$ cat src/rtl/booth_pkg.sv
package booth_pkg;
  typedef enum logic [1:0] {
    OP_SKIP = 2'd0,
    OP_ADD  = 2'd1,
    OP_SUB  = 2'd2
  } booth_op_e;
endpackage

$ cat src/rtl/booth_recode.sv
module booth_recode
  import booth_pkg::*;
(
  input  logic      cur_i,
  input  logic      prev_i,
  output booth_op_e op_o
);
  always_comb begin
    unique case ({cur_i, prev_i})
      2'b01:   op_o = OP_ADD;
      2'b10:   op_o = OP_SUB;
      default: op_o = OP_SKIP;
    endcase
  end
endmodule

$ cat src/rtl/booth_addsub.sv
module booth_addsub
  import booth_pkg::*;
#(
  parameter int unsigned W = 5
) (
  input  logic [W-1:0] acc_i,
  input  logic [W-1:0] mcand_i,
  input  booth_op_e    op_i,
  output logic [W-1:0] res_o
);
  logic [W-1:0] opnd;
  logic         cin;

  always_comb begin
    unique case (op_i)
      OP_ADD:  begin opnd = mcand_i;  cin = 1'b0; end
      OP_SUB:  begin opnd = ~mcand_i; cin = 1'b1; end
      default: begin opnd = '0;       cin = 1'b0; end
    endcase
  end

  assign res_o = acc_i + opnd + W'(cin);
endmodule

$ cat src/rtl/booth_seq_ctrl.sv
module booth_seq_ctrl #(
  parameter int unsigned STEPS = 4,
  localparam int unsigned CW   = $clog2(STEPS + 1)
) (
  input  logic clk_i,
  input  logic rst_ni,
  input  logic start_i,
  output logic load_o,
  output logic step_o,
  output logic busy_o,
  output logic done_o
);
  logic [CW-1:0] cnt_q;
  logic          busy_q, done_q;

  assign load_o = start_i && !busy_q;
  assign step_o = busy_q;
  assign busy_o = busy_q;
  assign done_o = done_q;

  always_ff @(posedge clk_i or negedge rst_ni) begin
    if (!rst_ni) begin
      cnt_q  <= '0;
      busy_q <= 1'b0;
      done_q <= 1'b0;
    end else if (load_o) begin
      cnt_q  <= '0;
      busy_q <= 1'b1;
      done_q <= 1'b0;
    end else if (busy_q) begin
      cnt_q <= cnt_q + 1'b1;
      if (cnt_q == CW'(STEPS - 1)) begin
        busy_q <= 1'b0;
        done_q <= 1'b1;
      end
    end
  end
endmodule

$ cat src/rtl/booth_mult.sv
module booth_mult
  import booth_pkg::*;
#(
  parameter int unsigned WIDTH = 4,
  localparam int unsigned AW   = WIDTH + 1,
  localparam int unsigned PW   = 2 * WIDTH
) (
  input  logic             clk_i,
  input  logic             rst_ni,
  input  logic             start_i,
  input  logic [WIDTH-1:0] mcand_i,
  input  logic [WIDTH-1:0] mplier_i,
  output logic             busy_o,
  output logic             done_o,
  output logic [PW-1:0]    product_o
);
  logic             load, step;
  logic [AW-1:0]    acc_q, mcand_q, sum;
  logic [WIDTH-1:0] mplr_q;
  logic             prev_q;
  booth_op_e        op;

  booth_seq_ctrl #(.STEPS(WIDTH)) ctrl_i (
    .clk_i  (clk_i),
    .rst_ni (rst_ni),
    .start_i(start_i),
    .load_o (load),
    .step_o (step),
    .busy_o (busy_o),
    .done_o (done_o)
  );

  booth_recode recode_i (
    .cur_i (mplr_q[0]),
    .prev_i(prev_q),
    .op_o  (op)
  );

  // one bit wider than WIDTH so -(-2^(WIDTH-1)) is representable
  booth_addsub #(.W(AW)) addsub_i (
    .acc_i  (acc_q),
    .mcand_i(mcand_q),
    .op_i   (op),
    .res_o  (sum)
  );

  always_ff @(posedge clk_i or negedge rst_ni) begin
    if (!rst_ni) begin
      acc_q   <= '0;
      mcand_q <= '0;
      mplr_q  <= '0;
      prev_q  <= 1'b0;
    end else if (load) begin
      acc_q   <= '0;
      mcand_q <= {mcand_i[WIDTH-1], mcand_i};
      mplr_q  <= mplier_i;
      prev_q  <= 1'b0;
    end else if (step) begin
      // arithmetic right shift of {acc, mplr, prev}
      acc_q  <= {sum[AW-1], sum[AW-1:1]};
      mplr_q <= {sum[0], mplr_q[WIDTH-1:1]};
      prev_q <= mplr_q[0];
    end
  end

  assign product_o = {acc_q[WIDTH-1:0], mplr_q};
endmodule

$ cat config.mk
export PLATFORM = sky130hd
export DESIGN_NAME = booth_mult
export DESIGN_NICKNAME = d
export VERILOG_FILES = /design/src/rtl/booth_pkg.sv /design/src/rtl/booth_recode.sv /design/src/rtl/booth_addsub.sv /design/src/rtl/booth_seq_ctrl.sv /design/src/rtl/booth_mult.sv
export SDC_FILE = /design/constraint.sdc
export NUM_CORES = 1
export LEC_CHECK = 0
export BUFFER_PORTS_ARGS = -buffer_cell sky130_fd_sc_hd__buf_2
export CORE_ASPECT_RATIO = 1.25
export CORE_UTILIZATION = 38
export DETAILED_ROUTE_END_ITERATION = 10
export PLACE_DENSITY_LB_ADDON = 0.08
export SLEW_MARGIN = 15
export SYNTH_ARGS = -nofsm -noshare
export SYNTH_HDL_FRONTEND = slang
export SYNTH_SLANG_ARGS = --single-unit
$ cat constraint.sdc
create_clock -name clk_i -period 2.5 [get_ports clk_i]
set_clock_uncertainty 0.2 [all_clocks]
set_input_delay 0.5 -clock clk_i [delete_from_list [all_inputs] [get_ports clk_i]]
set_output_delay 0.5 -clock clk_i [all_outputs]
set_load 0.05 [all_outputs]
=== Word-level counts from Yosys, hierarchy flattened ===
Cells that the tools add are included.
Widths: inputs -> output; s select.

* $add $sub $neg: 3
* Equality and inequality tests: 5
* Multiplexer cells: 17
* Bitwise operators: 1
* Reductions and logical operators: 5

{| class="wikitable"
|+ Operators by type and width
! kind !! count
|-
| $mux 5 || 2
|-
| $pmux 5 s2 || 1
|-
| $mux 1 || 9
|-
| $mux 4 || 2
|-
| $mux 3 || 2
|-
| $add 5x1->5 || 1
|-
| $add 5x5->5 || 1
|-
| $not 5->5 || 1
|-
| $eq 2x1->1 const B || 2
|-
| $eq 2x2->1 const B || 2
|-
| $pmux 2 s2 || 1
|-
| $reduce_bool 2->1 || 2
|-
| $add 3x1->3 const B || 1
|-
| $eq 3x2->1 const B || 1
|-
| $reduce_and 2->1 || 1
|-
| $logic_and 1x1->1 || 1
|-
| $logic_not 1->1 || 1
|}

* Flip-flop bits (word level): 19
* Bits of input ports: 11
* Logic and storage cells: 38

=== Logic depth before layout (Yosys ltp) ===
Gate-level depths: netlist (run 1).

* Depth in word-level cells: 8
* Gate-level depth with buffers: 8
* Mapped depth without buffers: 8

=== Hierarchy ===
From an unflattened synthesis (run 1), not the netlist that was laid out.

* Cell total of the unflattened synthesis: 95
* Area total of the unflattened synthesis: 1057.3 um^2

{| class="wikitable"
|+ By module, submodules not included
! module !! times used !! cells an instance !! area an instance (um^2)
|-
| booth_mult || 1 || 42 || 559.3
|-
| booth_seq_ctrl || 1 || 20 || 246.5
|-
| booth_addsub || 1 || 31 || 236.5
|-
| booth_recode || 1 || 2 || 15.0
|}

=== Worst setup path before layout (run 1) ===
Ideal clock, no wire load.

* Path type: reg-to-reg
* From: register prev_q
* To: register acc_q[0]
* Library setup time: 0.121 ns
* Arrival time: 1.939 ns
* Path slack: 0.240 ns
* Stages on the path, launching flop included: 7
* Clock period less this slack: 2.260 ns
* Path through: dfrtp_1 nand2b_1 o22a_1 fa_1 inv_1 fa_1 a22o_1

* Longest elaborated chain between the ends: 8
* Elaborated cells between the ends (all ways): 11
* Those cells by class: 2 x add/sub; 4 x eq/ne; 5 x mux

{| class="wikitable"
|+ Ends and longest elaborated chain
! what !! line !! text
|-
| from (decl) || booth_mult.sv:20 || <nowiki>logic prev_q;</nowiki>
|-
| from (signal assigned) || booth_mult.sv:62 || <nowiki>prev_q <= mplr_q[0];</nowiki>
|-
| $eq 2x2->1 or $eq 2x1->1 (tied branches) || booth_recode.sv:9 || <nowiki>unique case ({cur_i, prev_i})</nowiki>
|-
| $pmux 2 s2 (*) || booth_recode.sv:9 ||
|-
| $eq 2x2->1 or $eq 2x1->1 (tied branches) || booth_addsub.sv:15 || <nowiki>unique case (op_i)</nowiki>
|-
| $pmux 5 s2 || booth_addsub.sv:15 ||
|-
| $add 5x5->5 || booth_addsub.sv:22 || <nowiki>assign res_o = acc_i + opnd + W'(cin);</nowiki>
|-
| $add 5x1->5 (*) || booth_addsub.sv:22 ||
|-
| $mux 5 (*) || booth_mult.sv:58 || <nowiki>end else if (step) begin</nowiki>
|-
| $mux 5 (*) || booth_mult.sv:53 || <nowiki>end else if (load) begin</nowiki>
|-
| to (signal assigned) || booth_mult.sv:60 || <nowiki>acc_q <= {sum[AW-1], sum[AW-1:1]};</nowiki>
|-
| to (decl) || booth_mult.sv:18 || <nowiki>logic [AW-1:0] acc_q, mcand_q, sum;</nowiki>
|}

Mark *: on every way between the ends. The rest lies on a longest branch, timed or not. The select of a mux whose other input is x is not followed.
A chain may end at the register's enable or synchronous reset.

=== Worst setup path after layout (run 1) ===
Ends and elaborated chain as after synthesis.

==> run summary, run 1 <==
Clock Path Buffers: 2
Critical Path, Cell by Cell: nand2b_2 -> o22a_1 -> fa_1 -> inv_1 -> fa_1 -> a22o_1
Netlist cell types: 31
WP data arrival: 2.35 ns
Post-Syn Area per Cell: 10.8 sq um
DRC: 0
Die area: 2770 sq um
Beginning of the worst hold path: mcand_i[3]
PnR worst setup slack: 0.133 ns
Worst-case reg-to-reg path depth: 6
Global-route wire length before repair: 3.05 mm
Root Driver: clkbuf_4
Number of global-route vias before repair: 694
Ant. Diodes: 0
Worst relative slew slack: 58.7%
H-tree depth: 1
Tightest Hold Check Type: in2reg
Die Wd: 47.3 um
Seq/Total Area, Yosys: 46.3%
DR vias/cell: 4.93
Antenna viol nets, final: 0
Critical Path Most Common Cell: fa_1
Clock transition at path regs: 0.10 ns
Initial drt markers: 8
Core ar.: 2430 sq um
CTS Buf Count: 3
Post-layout min period: 2.37 ns
Layout Area Growth over Synthesis: 17.4%
Slowest cell on the critical path: dfrtp_1
CP top delay family: adder cells
Max-cap viol count: 0
CTS sink cnt: 18
Final Cycle Share: 94.7%
CP max FO: 6
Status: finished, final reports clean
IO Pins: 21
Post-synth EDFFs: 0
Starting Density: 40.1%
Routed WL: 1.75 mm
Hold Crit Depth: 2
Gp weighted congestion: 0.830
Global-route usage over all layers: 15.3%
Ys async rst share: 100%
Worst R2R Start: prev_q$_DFFE_PN0P_
Final Setup Violations: 0
Worst slew pin tran: 0.619 ns
PortBufs: 20
Mapped cell area: 973 sq um
RSZ-0062 raised after global routing: no
Final max-slew violation count: 0
Max frequency: 422 MHz
Final hold violations: 0
Hold Path Sink: mcand_q[3]$_DFFE_PN0P_
Placement Setup Slack: 0.136 ns
CP bufs+invs: 1
CP Launch Type: register
Hpwl dp: 1.30 mm
Clock latency on the worst-skew pair: 0.28 ns
Row count: 20
WL/cell: 12.1 um
Top cells by area, synth: dfrtp_1 46%, ha_1 6.4%, mux2_2 5.8%, fa_1 4.1%, nand2_1 3.9%
DR pass1 iterations: 4
Total number of vias: 715
Yosys top cell by area: dfrtp_1
Commonest cells post-synth: 18 x dfrtp_1, 10 x nand2_1
Setup TNS: 0 ns
Worst setup EP type: register
Synth warn: 0
Total congestion overflow: 0
TritonCTS clock tree: yes
Reg-to-reg endpoint: acc_q[0]$_DFFE_PN0P_
Cell count after synthesis: 90
Initial antenna violation count: 0
Crit Path Class: reg2reg
Register bit total from synthesis: 18
Top_reg_cell synth: dfrtp_1
R2R setup slack: 0.13 ns
Die H: 58.6 um
Layout cells sized above 1: 30.4%
Largest net degree at the start of global routing: 20
Top cell type's share of synthesized area: 46.3%
Number of buffers inserted by post-CTS setup repair: 0
# nets final: 131
CP required: 2.48 ns
Slowest cell delay on critical path: 0.45 ns
Mapped Nets: 108
Count leader, synth: dfrtp_1
## cell usage in the layout, fill, tap and decap left out, drive strengths merged, types with 4 or more instances in the layout
cell type  Yosys  routed
inv            4       4
o21ai          4       4
buf            5      22
nand2         10      10
dfrtp         18      18
mux2           5       5
ha             5       5
clkbuf         0       4
a21oi          5       5
nor2           6       6
## worst max-delay path by stage
stage | endpoint | slack, ns | from | cells after the start
after floorplan | acc_q[0]$_DFFE_PN0P_ | 0.24 | prev_q$_DFFE_PN0P_ | 6
after global placement | acc_q[0]$_DFFE_PN0P_ | 0.20 | prev_q$_DFFE_PN0P_ | 6
final | acc_q[0]$_DFFE_PN0P_ | 0.13 | prev_q$_DFFE_PN0P_ | 6
after detailed placement | acc_q[0]$_DFFE_PN0P_ | 0.14 | prev_q$_DFFE_PN0P_ | 6
after CTS | acc_q[0]$_DFFE_PN0P_ | 0.11 | prev_q$_DFFE_PN0P_ | 6
after global routing | acc_q[0]$_DFFE_PN0P_ | 0.009 | prev_q$_DFFE_PN0P_ | 6
## stage by stage
step	std cells	util, %	hold slack (ns)	cell area, sq um
2_1_floorplan	90	-	0.00441	973
3_3_place_gp	140	45.1	0.252	1090
3_5_place_dp	140	45.1	0.257	1090
4_1_cts	145	47.0	0.226	1140
5_1_grt	145	47.1	0.210	1140
6_report	145	47.1	0.239	1140
## layer usage
layer	global-route usage, %	up-vias	part of all wire [%]	wire, um
met1	21.3	336	49	865
met5	0	-	0	0
li1	-	367	-	-
met4	7.35	0	0.97	17
met3	2.76	2	2.3	41
met2	22.7	10	47	828
## final cells by class
cell class | count | area, sq um
Multi-Input combinational cell | 63 | 474
Inverter | 4 | 15.0
Clock buffer | 4 | 36.3
Timing Repair Buffer | 23 | 125
Sequential cell | 18 | 450
Tap cell | 33 | 41.3
Fill cell | 254 | 1280
## kinds of logic (layout without fill, tap and decap cells)
group | Yosys count | after routing | share of synthesized area, %
AOI/OAI and AO/OA | 22 | 22 | 14.9
muxes | 8 | 8 | 8.87
adders and majority gates | 7 | 7 | 10.5
DFF | 18 | 18 | 46.3
buffers and inverters | 9 | 31 | 5.27
xor gates and xnor gates | 1 | 1 | 0.900
and+or+nand+nor | 25 | 25 | 13.2
## sequential cells by signal, summed over array words and instances, names as in the netlist
signal,count
acc_q,4
prev_q,1
mcand_q,4
ctrl_i.done_o,1
ctrl_i.busy_o,1
ctrl_i.cnt_q,3
mplr_q,4
## worst register-to-register path, stage by stage (launching register included)
cell,delay [ns]
dfrtp_1,0.45
nand2b_2,0.24
o22a_1,0.22
fa_1,0.39
inv_1,0.12
fa_1,0.42
a22o_1,0.23
## repair_timing
item / in CTS / in global routing
resized for setup: 0 / 1
setup endpoints to repair: 0 / 1
hold endpoints to repair: 18 / 0
hold buffers: 1 / 0
Power of run 1 is not shown: default switching activity piles up to over one toggle a cycle in this logic, so the estimate is an artifact.
==> run 2, diff against run 1 <==
CTS_CLUSTER_DIAMETER = 40   (was not set)
clock period = 2.72 ns   (was 2.5 ns; I/O delays follow)
==> run summary, run 2 (synthesis results as in run 1) <==
Hpwl dp: 1.33 mm (was 1.30 mm)
Max frequency: 418 MHz (was 422 MHz)
Global-route usage over all layers: 15.9% (was 15.3%)
Routed WL: 1.81 mm (was 1.75 mm)
Ant. Diodes: 0 (unchanged)
RSZ-0062 raised after global routing: no (unchanged)
Worst R2R Start: prev_q$_DFFE_PN0P_ (unchanged)
Row count: 20 (unchanged)
Number of buffers inserted by post-CTS setup repair: 0 (unchanged)
Worst-case reg-to-reg path depth: 6 (unchanged)
Global-route wire length before repair: 3.08 mm (was 3.05 mm)
PortBufs: 20 (unchanged)
CP bufs+invs: 1 (unchanged)
Final Setup Violations: 0 (unchanged)
Total congestion overflow: 0 (unchanged)
Fill count: 245 (was 254)
CP required: 2.71 ns (was 2.48 ns)
Worst setup EP type: register (unchanged)
Cts repair resizes: 0 (unchanged)
Most common cell after layout, fill and taps aside: buf_2 (unchanged)
Final max-slew violation count: 0 (unchanged)
Crit Path Class: reg2reg (unchanged)
Starting Density: 40.1% (unchanged)
IO Pins: 21 (unchanged)
CP startpoint: prev_q$_DFFE_PN0P_ (unchanged)
Hold Crit Depth: 2 (unchanged)
# nets final: 130 (was 131)
Reg-to-reg endpoint: acc_q[0]$_DFFE_PN0P_ (unchanged)
Critical Path, Cell by Cell: nand2b_1 -> o22a_1 -> fa_1 -> inv_1 -> fa_1 -> a22o_1 (was nand2b_2 -> o22a_1 -> fa_1 -> inv_1 -> fa_1 -> a22o_1)
TritonCTS clock tree: yes (unchanged)
Slowest cell delay on critical path: 0.44 ns (was 0.45 ns)
Worst slew pin tran: 0.425 ns (was 0.619 ns)
Slowest cell on the critical path: dfrtp_1 (unchanged)
Clock Path Buffers: 2 (unchanged)
Setup TNS: 0 ns (unchanged)
Hold Path Sink: mcand_q[3]$_DFFE_PN0P_ (unchanged)
WL/cell: 12.7 um (was 12.1 um)
Antenna viol nets, final: 0 (unchanged)
Beginning of the worst hold path: mcand_i[3] (unchanged)
Number of global-route vias before repair: 677 (was 694)
Critical Path Most Common Cell: fa_1 (unchanged)
Root Driver: clkbuf_4 (unchanged)
Die Wd: 47.3 um (unchanged)
Initial drt markers: 9 (was 8)
H-tree depth: 1 (unchanged)
Tightest Hold Check Type: in2reg (unchanged)
Most frequent cells in the layout: 20 x buf_2, 18 x dfrtp_1, 10 x nand2_1 (unchanged)
DRC: 0 (unchanged)
DR pass1 iterations: 4 (unchanged)
R2R setup slack: 0.33 ns (was 0.13 ns)
Initial antenna violation count: 0 (unchanged)
Die area: 2770 sq um (unchanged)
Hold buffers post-CTS: 1 (unchanged)
Final hold violations: 0 (unchanged)
CTS Buf Count: 3 (unchanged)
CP Launch Type: register (unchanged)
DR vias/cell: 5.11 (was 4.93)
Gp weighted congestion: 0.811 (was 0.830)
Multi-input logic area: 472 sq um (was 474 sq um)
Core ar.: 2430 sq um (unchanged)
Reg area: 450 sq um (unchanged)
Clock transition at path regs: 0.10 ns (about the same)
Status: finished, final reports clean (unchanged)
Layout Area Growth over Synthesis: 14.9% (was 17.4%)
CP top delay family: adder cells (unchanged)
Worst relative slew slack: 71.7% (was 58.7%)
Post-layout min period: 2.39 ns (was 2.37 ns)
CP max FO: 6 (unchanged)
Largest net degree at the start of global routing: 19 (was 20)
Total number of vias: 731 (was 715)
CTS sink cnt: 18 (unchanged)
Die H: 58.6 um (unchanged)
Layout cells sized above 1: 28.2% (was 30.4%)
WP data arrival: 2.38 ns (was 2.35 ns)
Clock latency on the worst-skew pair: 0.29 ns (was 0.28 ns)
Max-cap viol count: 0 (unchanged)
Largest registers: acc_q: 4 flops, mcand_q: 4 flops, mplr_q: 4 flops (unchanged)
Final Cycle Share: 87.9% (was 94.7%)
==> run 2: metrics by stage <==
stage	cell area, sq um	setup WS, ns	utilization, %	hold WS (ns)	std cells
floorplan	973	0.460	-	0.0484	90
global placement	1090	0.419	44.7	0.288	139
detailed placement	1090	0.355	44.7	0.291	139
CTS	1120	0.340	46.1	0.271	143
global route	1120	0.226	46.1	0.264	143
finish	1120	0.330	46.1	0.278	143
==> run 2: layer usage <==
layer / global-route usage [%] / share of wire, % / up-vias
li1: - / - / 359
met1: 21.6 / 48 / 348
met2: 24.1 / 46 / 19
met3: 1.84 / 3.9 / 5
met4: 8.57 / 2.2 / 0
met5: 0 / 0 / -
==> run 2: worst max path at each step <==
stage / end / slack [ns] / depth (start not counted)
finish: acc_q[0]$_DFFE_PN0P_ / 0.33 / 6
global route: acc_q[0]$_DFFE_PN0P_ / 0.23 / 6
CTS: acc_q[0]$_DFFE_PN0P_ / 0.34 / 6
detailed placement: acc_q[0]$_DFFE_PN0P_ / 0.35 / 6
global placement: acc_q[0]$_DFFE_PN0P_ / 0.42 / 6
floorplan: acc_q[0]$_DFFE_PN0P_ / 0.46 / 6
==> run 2: layout make-up <==
class                      instances  area share, %
clock buffer                       3           2.01
inverter                           4           1.34
multi-input combinational         63           42.2
sequential                        18           40.3
tap                               33           3.69
timing repair buffer              22           10.5
Power of run 2 is left out for the same reason.
